===== config.mk =====
export PLATFORM = sky130hd
export DESIGN_NAME = key_event_queue
export DESIGN_NICKNAME = d
export VERILOG_FILES = /design/src/rtl/kq_pkg.sv /design/src/rtl/kq_ctrl.sv /design/src/rtl/kq_store.sv /design/src/rtl/kq_read.sv /design/src/rtl/key_event_queue.sv
export SDC_FILE = /design/constraint.sdc
export NUM_CORES = 1
export LEC_CHECK = 0
export BUFFER_PORTS_ARGS = -buffer_cell sky130_fd_sc_hd__clkbuf_2
export CAP_MARGIN = 20
export CORE_MARGIN = 2
export CORE_UTILIZATION = 40
export DETAILED_ROUTE_END_ITERATION = 10
export PLACE_DENSITY_LB_ADDON = 0.3
export SLEW_MARGIN = 20
export SYNTH_ARGS = -nofsm -noshare
export SYNTH_HDL_FRONTEND = slang
export SYNTH_HIERARCHICAL = 1
export SYNTH_SLANG_ARGS = --single-unit

===== constraint.sdc =====
create_clock -name clk -period 3.1 [get_ports clk]
set_input_delay 0.31 -clock clk [delete_from_list [all_inputs] [get_ports clk]]
set_output_delay 0.31 -clock clk [all_outputs]
set_load 0.01 [all_outputs]

===== src/rtl/kq_pkg.sv =====
package kq_pkg;

  typedef logic [7:0] kq_byte_t;

  // event byte: press flag on top, key code below
  function automatic kq_byte_t kq_pack(input logic down, input logic [6:0] code);
    return {down, code};
  endfunction

  // an offset names a live entry only below the current level
  function automatic logic kq_in_range(input logic [31:0] ofs, input logic [31:0] lvl);
    return ofs < lvl;
  endfunction

endpackage


===== src/rtl/kq_ctrl.sv =====
module kq_ctrl #(
  parameter int IDX_W = 4
) (
  input  logic             clk,
  input  logic             rst_n,
  input  logic             clr_i,
  input  logic             err_clr_i,
  input  logic             push_i,
  input  logic             pop_i,
  output logic [IDX_W-1:0] head_o,
  output logic [IDX_W:0]   level_o,
  output logic [IDX_W-1:0] wr_idx_o,
  output logic             accept_o,
  output logic             ovf_hit_o,
  output logic             pop_fire_o,
  output logic             lock_o,
  output logic             kp_irq_o,
  output logic             ovf_req_o
);
  localparam int DEPTH = 1 << IDX_W;
  localparam logic [IDX_W:0] FULL_LVL = (IDX_W+1)'(DEPTH);

  logic [IDX_W-1:0] head_q;
  logic [IDX_W:0]   lvl_q;
  logic             lock_q;
  logic             irq_q;
  logic             ovf_q;
  logic             full_w;
  logic             gate_w;
  logic [IDX_W:0]   lvl_d;

  assign full_w     = (lvl_q == FULL_LVL);
  assign gate_w     = push_i & ~clr_i & ~lock_q;
  assign accept_o   = gate_w & ~full_w;
  assign ovf_hit_o  = gate_w & full_w;
  assign pop_fire_o = pop_i & ~clr_i & (lvl_q != '0);
  // write slot sits level entries past the head, wrapping in IDX_W bits
  assign wr_idx_o   = head_q + lvl_q[IDX_W-1:0];

  always_comb begin
    lvl_d = lvl_q + (IDX_W+1)'(accept_o) - (IDX_W+1)'(pop_fire_o);
  end

  always_ff @(posedge clk or negedge rst_n) begin
    if (!rst_n) begin
      head_q <= '0;
      lvl_q  <= '0;
      lock_q <= 1'b0;
      irq_q  <= 1'b0;
      ovf_q  <= 1'b0;
    end else if (clr_i) begin
      head_q <= '0;
      lvl_q  <= '0;
      lock_q <= 1'b0;
      irq_q  <= 1'b0;
      ovf_q  <= 1'b0;
    end else begin
      head_q <= head_q + IDX_W'(pop_fire_o);
      lvl_q  <= lvl_d;
      lock_q <= ovf_hit_o | (lock_q & ~err_clr_i);
      irq_q  <= accept_o;
      ovf_q  <= ovf_hit_o;
    end
  end

  assign head_o    = head_q;
  assign level_o   = lvl_q;
  assign lock_o    = lock_q;
  assign kp_irq_o  = irq_q;
  assign ovf_req_o = ovf_q;
endmodule


===== src/rtl/kq_store.sv =====
module kq_store #(
  parameter int IDX_W = 4,
  parameter int NRD   = 2
) (
  input  logic                      clk,
  input  logic                      rst_n,
  input  logic                      wr_en_i,
  input  logic [IDX_W-1:0]          wr_idx_i,
  input  logic [7:0]                wr_byte_i,
  input  logic [NRD-1:0][IDX_W-1:0] rd_idx_i,
  output logic [NRD-1:0][7:0]       rd_byte_o
);
  localparam int DEPTH = 1 << IDX_W;

  logic [7:0] slot_q [DEPTH];

  always_ff @(posedge clk or negedge rst_n) begin
    if (!rst_n) begin
      for (int i = 0; i < DEPTH; i++) slot_q[i] <= '0;
    end else if (wr_en_i) begin
      slot_q[wr_idx_i] <= wr_byte_i;
    end
  end

  // independent combinational read ports, all see pre-write contents
  for (genvar g = 0; g < NRD; g++) begin : g_rd
    assign rd_byte_o[g] = slot_q[rd_idx_i[g]];
  end
endmodule


===== src/rtl/kq_read.sv =====
module kq_read
  import kq_pkg::*;
#(
  parameter int IDX_W = 4,
  parameter int OFS_W = 8
) (
  input  logic             clk,
  input  logic             rst_n,
  input  logic             clr_i,
  input  logic             pop_i,
  input  logic             pop_fire_i,
  input  logic             peek_i,
  input  logic [OFS_W-1:0] peek_ofs_i,
  input  logic [IDX_W-1:0] head_i,
  input  logic [IDX_W:0]   level_i,
  input  kq_byte_t         pop_byte_i,
  input  kq_byte_t         peek_byte_i,
  output logic [IDX_W-1:0] pop_idx_o,
  output logic [IDX_W-1:0] peek_idx_o,
  output logic             peek_hit_o,
  output kq_byte_t         rd_data_o
);
  kq_byte_t rd_q;
  kq_byte_t rd_d;

  assign pop_idx_o  = head_i + IDX_W'(1);
  assign peek_idx_o = head_i + peek_ofs_i[IDX_W-1:0];
  assign peek_hit_o = peek_i & ~pop_i & ~clr_i
                    & kq_in_range(32'(peek_ofs_i), 32'(level_i));

  always_comb begin
    rd_d = rd_q;
    if (clr_i)           rd_d = '0;
    else if (pop_i)      rd_d = pop_fire_i ? pop_byte_i : '0;
    else if (peek_i)     rd_d = peek_hit_o ? peek_byte_i : '0;
  end

  always_ff @(posedge clk or negedge rst_n) begin
    if (!rst_n) rd_q <= '0;
    else        rd_q <= rd_d;
  end

  assign rd_data_o = rd_q;
endmodule


===== src/rtl/key_event_queue.sv =====
module key_event_queue
  import kq_pkg::*;
#(
  parameter int IDX_W = 4,
  parameter int OFS_W = 8
) (
  input  logic             clk,
  input  logic             rst_n,
  input  logic             clr_i,
  input  logic             err_clr_i,
  input  logic             push_i,
  input  logic [6:0]       key_code_i,
  input  logic             key_down_i,
  input  logic             pop_i,
  input  logic             peek_i,
  input  logic [OFS_W-1:0] peek_ofs_i,
  output logic [7:0]       rd_data_o,
  output logic             kp_irq_o,
  output logic             ovf_req_o,
  output logic             ovf_lock_o,
  output logic [IDX_W:0]   level_o
);
  localparam int NRD = 2;

  // named internal events, visible to the bound checker
  logic                      ev_accept;
  logic                      ev_overflow;
  logic                      ev_pop;
  logic                      ev_peek_hit;
  logic [IDX_W-1:0]          head_w;
  logic [IDX_W-1:0]          wr_idx_w;
  logic [IDX_W-1:0]          pop_idx_w;
  logic [IDX_W-1:0]          peek_idx_w;
  logic [NRD-1:0][IDX_W-1:0] rd_idx_w;
  logic [NRD-1:0][7:0]       rd_byte_w;
  kq_byte_t                  ev_byte;

  assign ev_byte = kq_pack(key_down_i, key_code_i);

  kq_ctrl #(.IDX_W(IDX_W)) u_ctrl (
    .clk        (clk),
    .rst_n      (rst_n),
    .clr_i      (clr_i),
    .err_clr_i  (err_clr_i),
    .push_i     (push_i),
    .pop_i      (pop_i),
    .head_o     (head_w),
    .level_o    (level_o),
    .wr_idx_o   (wr_idx_w),
    .accept_o   (ev_accept),
    .ovf_hit_o  (ev_overflow),
    .pop_fire_o (ev_pop),
    .lock_o     (ovf_lock_o),
    .kp_irq_o   (kp_irq_o),
    .ovf_req_o  (ovf_req_o)
  );

  assign rd_idx_w[0] = pop_idx_w;
  assign rd_idx_w[1] = peek_idx_w;

  kq_store #(.IDX_W(IDX_W), .NRD(NRD)) u_store (
    .clk       (clk),
    .rst_n     (rst_n),
    .wr_en_i   (ev_accept),
    .wr_idx_i  (wr_idx_w),
    .wr_byte_i (ev_byte),
    .rd_idx_i  (rd_idx_w),
    .rd_byte_o (rd_byte_w)
  );

  kq_read #(.IDX_W(IDX_W), .OFS_W(OFS_W)) u_read (
    .clk         (clk),
    .rst_n       (rst_n),
    .clr_i       (clr_i),
    .pop_i       (pop_i),
    .pop_fire_i  (ev_pop),
    .peek_i      (peek_i),
    .peek_ofs_i  (peek_ofs_i),
    .head_i      (head_w),
    .level_i     (level_o),
    .pop_byte_i  (rd_byte_w[0]),
    .peek_byte_i (rd_byte_w[1]),
    .pop_idx_o   (pop_idx_w),
    .peek_idx_o  (peek_idx_w),
    .peek_hit_o  (ev_peek_hit),
    .rd_data_o   (rd_data_o)
  );
endmodule


==> metrics, run 1 <==
Netlist Area Pre-Place=8430 sq um; Core Box Area=20800 sq um; Final Max Tran Viols=0; fmax=approximately 350 MHz; share of cells above drive strength 1=0.491; Remaining Overflow, GRT=0; max cap viols=0; diode count=0; vias after detailed routing=around 5600; drt drc=0; most frequent cells in the layout=dfrtp_1 (148), mux2_2 (120), mux4_2 (64); Req. time, crit path=approximately 3.4 ns; largest net degree at the start of global routing=65; die footprint=about 22000 sq um; Seq pwr share=0.363; vias in the first global route=just under 6000; fill count=1827; VDD IR max=341 uV; Total Wirelength=approximately 22 mm; YS warnings=6; register clock-pin slew on the reported worst setup and hold paths=0.06 ns; initial core utilization=0.405; area grow syn2layout=15.4%; switching share of power=0.324; First DRT Iteration DRCs=around 480; Final Power=0.00865 W; post-DP HPWL=14.9 mm; period utilization=0.931; Setup-failing EPs final=0; Port Buffers=38; DP Cell Count=890; Internal=0.00585 W; drt via density=about 6; RD Place Congestion=0.851; Hold Crit Class=input pin to register; Rows=53; Switch Pwr=0.00281 W; syn_area_per_cell=14.3 sq um; Final Hold Vio Count=0; initial antenna violation count=1; Worst-Skew Late Latency=roughly 0.43 ns; RSZ-0062 raised after global routing=no; post-route minimum period=around 2.9 ns; Horiz. Die Dim=around 150 um; Worst Path Max Fanout=8; Slew headroom=0.455; CTS tree=yes; Die Span Y=~150 um; drt wl/cell=23.9 um; Synthesized Nets=632; clk root buf=clkbuf_16; Clock Power Share=0.266; antenna-violating nets left=0; clk buf depth=2; commonest non-fill, non-tap cell in the layout=dfrtp_1; CTS Sinks=148; Post-Syn Instances=588; skew final=roughly 0.0077 ns; Cell Pwr Density=889 nW/um^2; number of I/O pins=39; Worst Path Arrival=3.19 ns; Slew @ Worst Pin=0.814 ns; Comb power frac=0.371; post-layout net count=around 680; CP Launch Type=register; post-route setup TNS=0 ns; setup bufs post-CTS=0; CP Capture Type=register; first-pass GRT wire length=between 30 and 40 mm; GR Util All Layers=0.211; Pre-antenna DRT Iters=6; CTS H-tree lvls=4; Leak=4.30 nW; status=finished, final reports clean; fin cells=923; Final Util=0.467; WS Path Type=register to register; TritonCTS Buffers=17
[final cells by class]
class | instances | area (sq um) | share of cell area
Clock buffer | 18 | 439 | 0.0452
Clock inverter | 14 | 224 | 0.0230
Inverter | 17 | 63.8 | 0.00656
Multi-Input combinational cell | 384 | 4470 | 0.460
Sequential cell | 148 | 3700 | 0.381
Tap cell | 275 | 344 | 0.0354
Timing Repair Buffer | 67 | 479 | 0.0493
[metrics by stage]
stage	area, sq um	hold slack, ns	worst slack (ns)
CTS	9730	0.154	0.259
detailed placement	9050	0.297	0.287
finish	9730	0.164	0.215
global placement	9050	0.282	0.303
global route	9730	0.178	0.0601
floorplan	8430	0.0144	0.555
[routing by layer]
layer  up-vias  global-route usage  wire length [um]
met5         -                   0                12
met4         2              0.0752               538
met3        37              0.0489              1340
met2       210               0.337             10800
met1      3001               0.283              9430
li1       2366                   -                 -
[power by group through the flow]
| stage | logic, W | clock network (W) | registers, W |
|---|---|---|---|
| after CTS | 0.00320 | 0.00235 | 0.00313 |
| after detailed placement | 0.00319 | 0 | 0.00315 |
| after global routing | 0.00343 | 0.00244 | 0.00323 |
| after global placement | 0.00310 | 0 | 0.00309 |
| after floorplan | 0.00245 | 0 | 0.00297 |
| final | 0.00321 | 0.00230 | 0.00314 |
[what timing repair did]
action / in CTS / in global routing
hold endpoints to repair: 50 / 0
hold buffers: 1 / 0
resized for setup: 0 / 0
[critical path: stages (launching register included)]
cell	delay [ns]
dfrtp_1	0.50
ha_1	0.33
a21o_1	0.11
a21oi_1	0.08
xnor2_1	0.54
nand3_1	0.23
nor2_2	0.55
mux2_2	0.41
[flip-flops by register name, summed over array words and instances (netlist names)]
name	cells
u_store/slot_q	128
u_ctrl/level_o	5
u_ctrl/kp_irq_o	1
u_ctrl/head_o	4
u_read/rd_data_o	8
u_ctrl/ovf_req_o	1
u_ctrl/lock_o	1
[path summary, 6_finish.rpt]
kind	start	end	slack (ns)	cells after the start
worst max-delay path	u_ctrl/level_o[1]	u_store/slot_q[33]	0.22	7
worst min-delay path	push_i	u_ctrl/lock_o	0.16	3
worst max register to register	u_ctrl/level_o[1]	u_store/slot_q[33]	0.22	7
worst min register to register	u_store/slot_q[69]	u_store/slot_q[69]	0.52	1
max in group asynchronous	rst_n	u_store/slot_q[53]	1.85	3
min in group asynchronous	rst_n	u_store/slot_q[127]	0.40	2
Power figures use the tool's default switching activity.
==> inputs of run 2 (changes only) <==
--- a/config.mk
+++ b/config.mk
@@ -7,10 +7,12 @@
 export LEC_CHECK = 0
 export BUFFER_PORTS_ARGS = -buffer_cell sky130_fd_sc_hd__clkbuf_2
 export CAP_MARGIN = 20
+export CELL_PAD_IN_SITES_DETAIL_PLACEMENT = 1
+export CELL_PAD_IN_SITES_GLOBAL_PLACEMENT = 1
 export CORE_MARGIN = 2
 export CORE_UTILIZATION = 40
 export DETAILED_ROUTE_END_ITERATION = 10
-export PLACE_DENSITY_LB_ADDON = 0.3
+export PLACE_DENSITY_LB_ADDON = 0.1
 export SLEW_MARGIN = 20
 export SYNTH_ARGS = -nofsm -noshare
 export SYNTH_HDL_FRONTEND = slang
==> run 2 against run 1 <==
Largest power group unchanged. Critical path type unchanged. Critical path depth grew 4. Largest cell class unchanged. Worst hold slack lost 0.026 ns. Count of clock-buffer cells in the layout shrank 1. Combinational power grew 1%. Wire length grew 11%. Core utilization is essentially flat.
==> metrics, run 2 (synthesized netlist as in run 1, its figures left out) <==
most frequent cells in the layout=dfrtp_1 (148), mux2_2 (120), mux4_2 (64); post-route minimum period=2.84 ns (-0.0445 ns); Req. time, crit path=3.46 ns (+0.05 ns); Leak=4.31 nW (+0.27%); CP Capture Type=register; WS Path Type=register to register; hold wc startpoint=err_clr_i; Reg2Reg Depth=11 (+4); RSZ-0062 raised after global routing=no; die footprint=22300 sq um (unchanged); max reg flops=128 (unchanged); vias after detailed routing=5532 (-1.5%); First DRT Iteration DRCs=258 (-46%); skew final=0.0108 ns (+0.00311 ns); Port Buffers=38 (unchanged); Rows=53 (unchanged); Core Box Area=20800 sq um (unchanged); Worst Path Max Fanout=8 (unchanged); status=finished, final reports clean; FF+latch area=3700 sq um (unchanged); CTS tree=yes; Slew headroom=0.399 (-0.0562); drt drc=0 (unchanged); CP Buf/Inv Count=2 (+2); Die Span Y=149 um (unchanged); Placed Instance Area=9080 sq um (+0.28%); critical path depth=11 (+4); first-pass GRT wire length=38.6 mm (+11%); Worst-Skew Late Latency=0.43 ns (about the same); Hold Crit Class=input pin to register; Clock Power Share=0.264 (-0.002); register clock-pin slew on the reported worst setup and hold paths=0.07 ns (about the same); initial antenna violation count=0 (-1); clk root buf=clkbuf_16; post-layout net count=684 (+0.74%); RD Place Congestion=0.775 (-8.9%); worst reg2reg path startpoint=u_ctrl/level_o[2]; Final Util=0.467 (about the same); CTS H-tree lvls=4 (unchanged); post-route setup TNS=0 ns (unchanged); period utilization=0.916 (-0.0144); Cell Pwr Density=889 nW/um^2 (about the same); Worst Path Arrival=3.20 ns (about the same); share of cells above drive strength 1=0.495 (+0.00390); PnR worst setup slack=0.260 ns (+0.0445 ns); grt met1 use=0.305 (+0.0226); Remaining Overflow, GRT=0 (unchanged); GR Util All Layers=0.236 (+0.0247); CP Launch Type=register; fill count=2090 (+14%); drt via density=5.96 (-2.0%); Most Used Layer, Global Route=met2; diode count=0 (unchanged); largest net degree at the start of global routing=74 (+14%); Crit-path slowest cell=dfrtp_1; Pre-antenna DRT Iters=5 (-1); fmax=352 MHz (+1.6%); largest register by flop count=u_store/slot_q; post-DP HPWL=16.3 mm (+9.7%); area grow syn2layout=15.5% (about the same); met3 GRT Util=0.0440 (-0.00489); final instance area=9730 sq um (about the same); antenna-violating nets left=0 (unchanged); initial core utilization=0.405 (unchanged); VDD IR max=408 uV (+20%); drt wl/cell=26.3 um (+10%); Worst Hold Depth=3 (unchanged); clk buf depth=2 (unchanged); worst reg-to-reg setup slack=0.26 ns (+0.04 ns); Horiz. Die Dim=149 um (unchanged); Internal=0.00575 W (-1.6%); Slew @ Worst Pin=0.898 ns (+0.0839 ns); switching share of power=0.335 (+0.0105); Final Hold Vio Count=0 (unchanged); number of I/O pins=39 (unchanged); TritonCTS Buffers=17 (unchanged); Worst path top cell family by delay=adder cells; CP cell instances=inv_1 > ha_1 > and4bb_2 > nor2_4 > xor2_1 > ha_1 > inv_1 > fa_1 > nand2b_1 > a2111o_1 > o21ai_1; Setup-failing EPs final=0 (unchanged); Seq pwr share=0.361 (-0.002); vias in the first global route=6234 (+6.4%); CP Launch Point=u_ctrl/level_o[2]; Final Power=0.00865 W (about the same); Switch Pwr=0.00290 W (+3.2%); Comb power frac=0.376 (+0.005); Final Max Tran Viols=0 (unchanged); max cap viols=0 (unchanged); global-route met2 utilization=0.407 (+0.0700); crit-path max cell delay=0.45 ns (-0.10 ns); CTS Sinks=148 (unchanged); Total Wirelength=24.4 mm (+11%); commonest non-fill, non-tap cell in the layout=dfrtp_1; Multi-input gate area=4470 sq um (unchanged); setup slack at placement=0.255 ns (-0.0319 ns)
## run 2: changes by cell type in the layout (fill, tap and decap cells not counted), sizes merged
cell      previous run  this run
buf                 29        34
clkinvlp             1         2
bufinv               5         4
clkbuf              55        54
clkinv               7         4
inv                 18        22
## run 2: area by class of cell
| type | instances | share of cell area |
|---|---|---|
| timing repair buffer | 72 | 0.0518 |
| clock buffer | 17 | 0.0437 |
| clock inverter | 15 | 0.0225 |
| sequential | 148 | 0.381 |
| multi-input combinational | 384 | 0.460 |
| inverter | 17 | 0.00656 |
| tap | 275 | 0.0354 |
## run 2: power by group through the flow
stage	Combinational, W	Clock, W	Sequential (W)
6_report	0.00325	0.00228	0.00312
5_1_grt	0.00350	0.00242	0.00323
4_1_cts	0.00328	0.00233	0.00312
3_5_place_dp	0.00326	0	0.00314
3_3_place_gp	0.00318	0	0.00306
2_1_floorplan	0.00245	0	0.00297
## run 2: metrics by stage
| stage | hold WS, ns | std cells |
|---|---|---|
| floorplan | 0.0144 | 588 |
| global placement | 0.372 | 895 |
| detailed placement | 0.378 | 895 |
| CTS | 0.120 | 928 |
| global route | 0.147 | 928 |
| finish | 0.138 | 928 |
## run 2: per-layer routing
metal  part of all wire  wire, um
met1               0.43     10400
met4              0.018       446
met2               0.52     12700
met5                  0         0
met3              0.035       849
## run 2: path summary, 6_finish.rpt
kind | end
min in group asynchronous | u_store/slot_q[80]
worst max-delay path | u_ctrl/level_o[4]
worst max register to register | u_ctrl/level_o[4]
worst min-delay path | u_ctrl/lock_o
worst min register to register | u_store/slot_q[77]
max in group asynchronous | u_store/slot_q[79]
## run 2: repair_timing
item / 4_1_cts / 5_1_grt
setup endpoints to repair: 0 / 0
hold endpoints to repair: 69 / 0
gates resized for setup: 0 / 0
hold buffers: 1 / 0
setup buffers: 0 / 0
## run 2: worst reg2reg max path: stages (launching register included)
cell	delay (ns)
dfrtp_1	0.45
inv_1	0.09
ha_1	0.21
and4bb_2	0.28
nor2_4	0.22
xor2_1	0.18
ha_1	0.20
inv_1	0.06
fa_1	0.42
nand2b_1	0.20
a2111o_1	0.38
o21ai_1	0.08
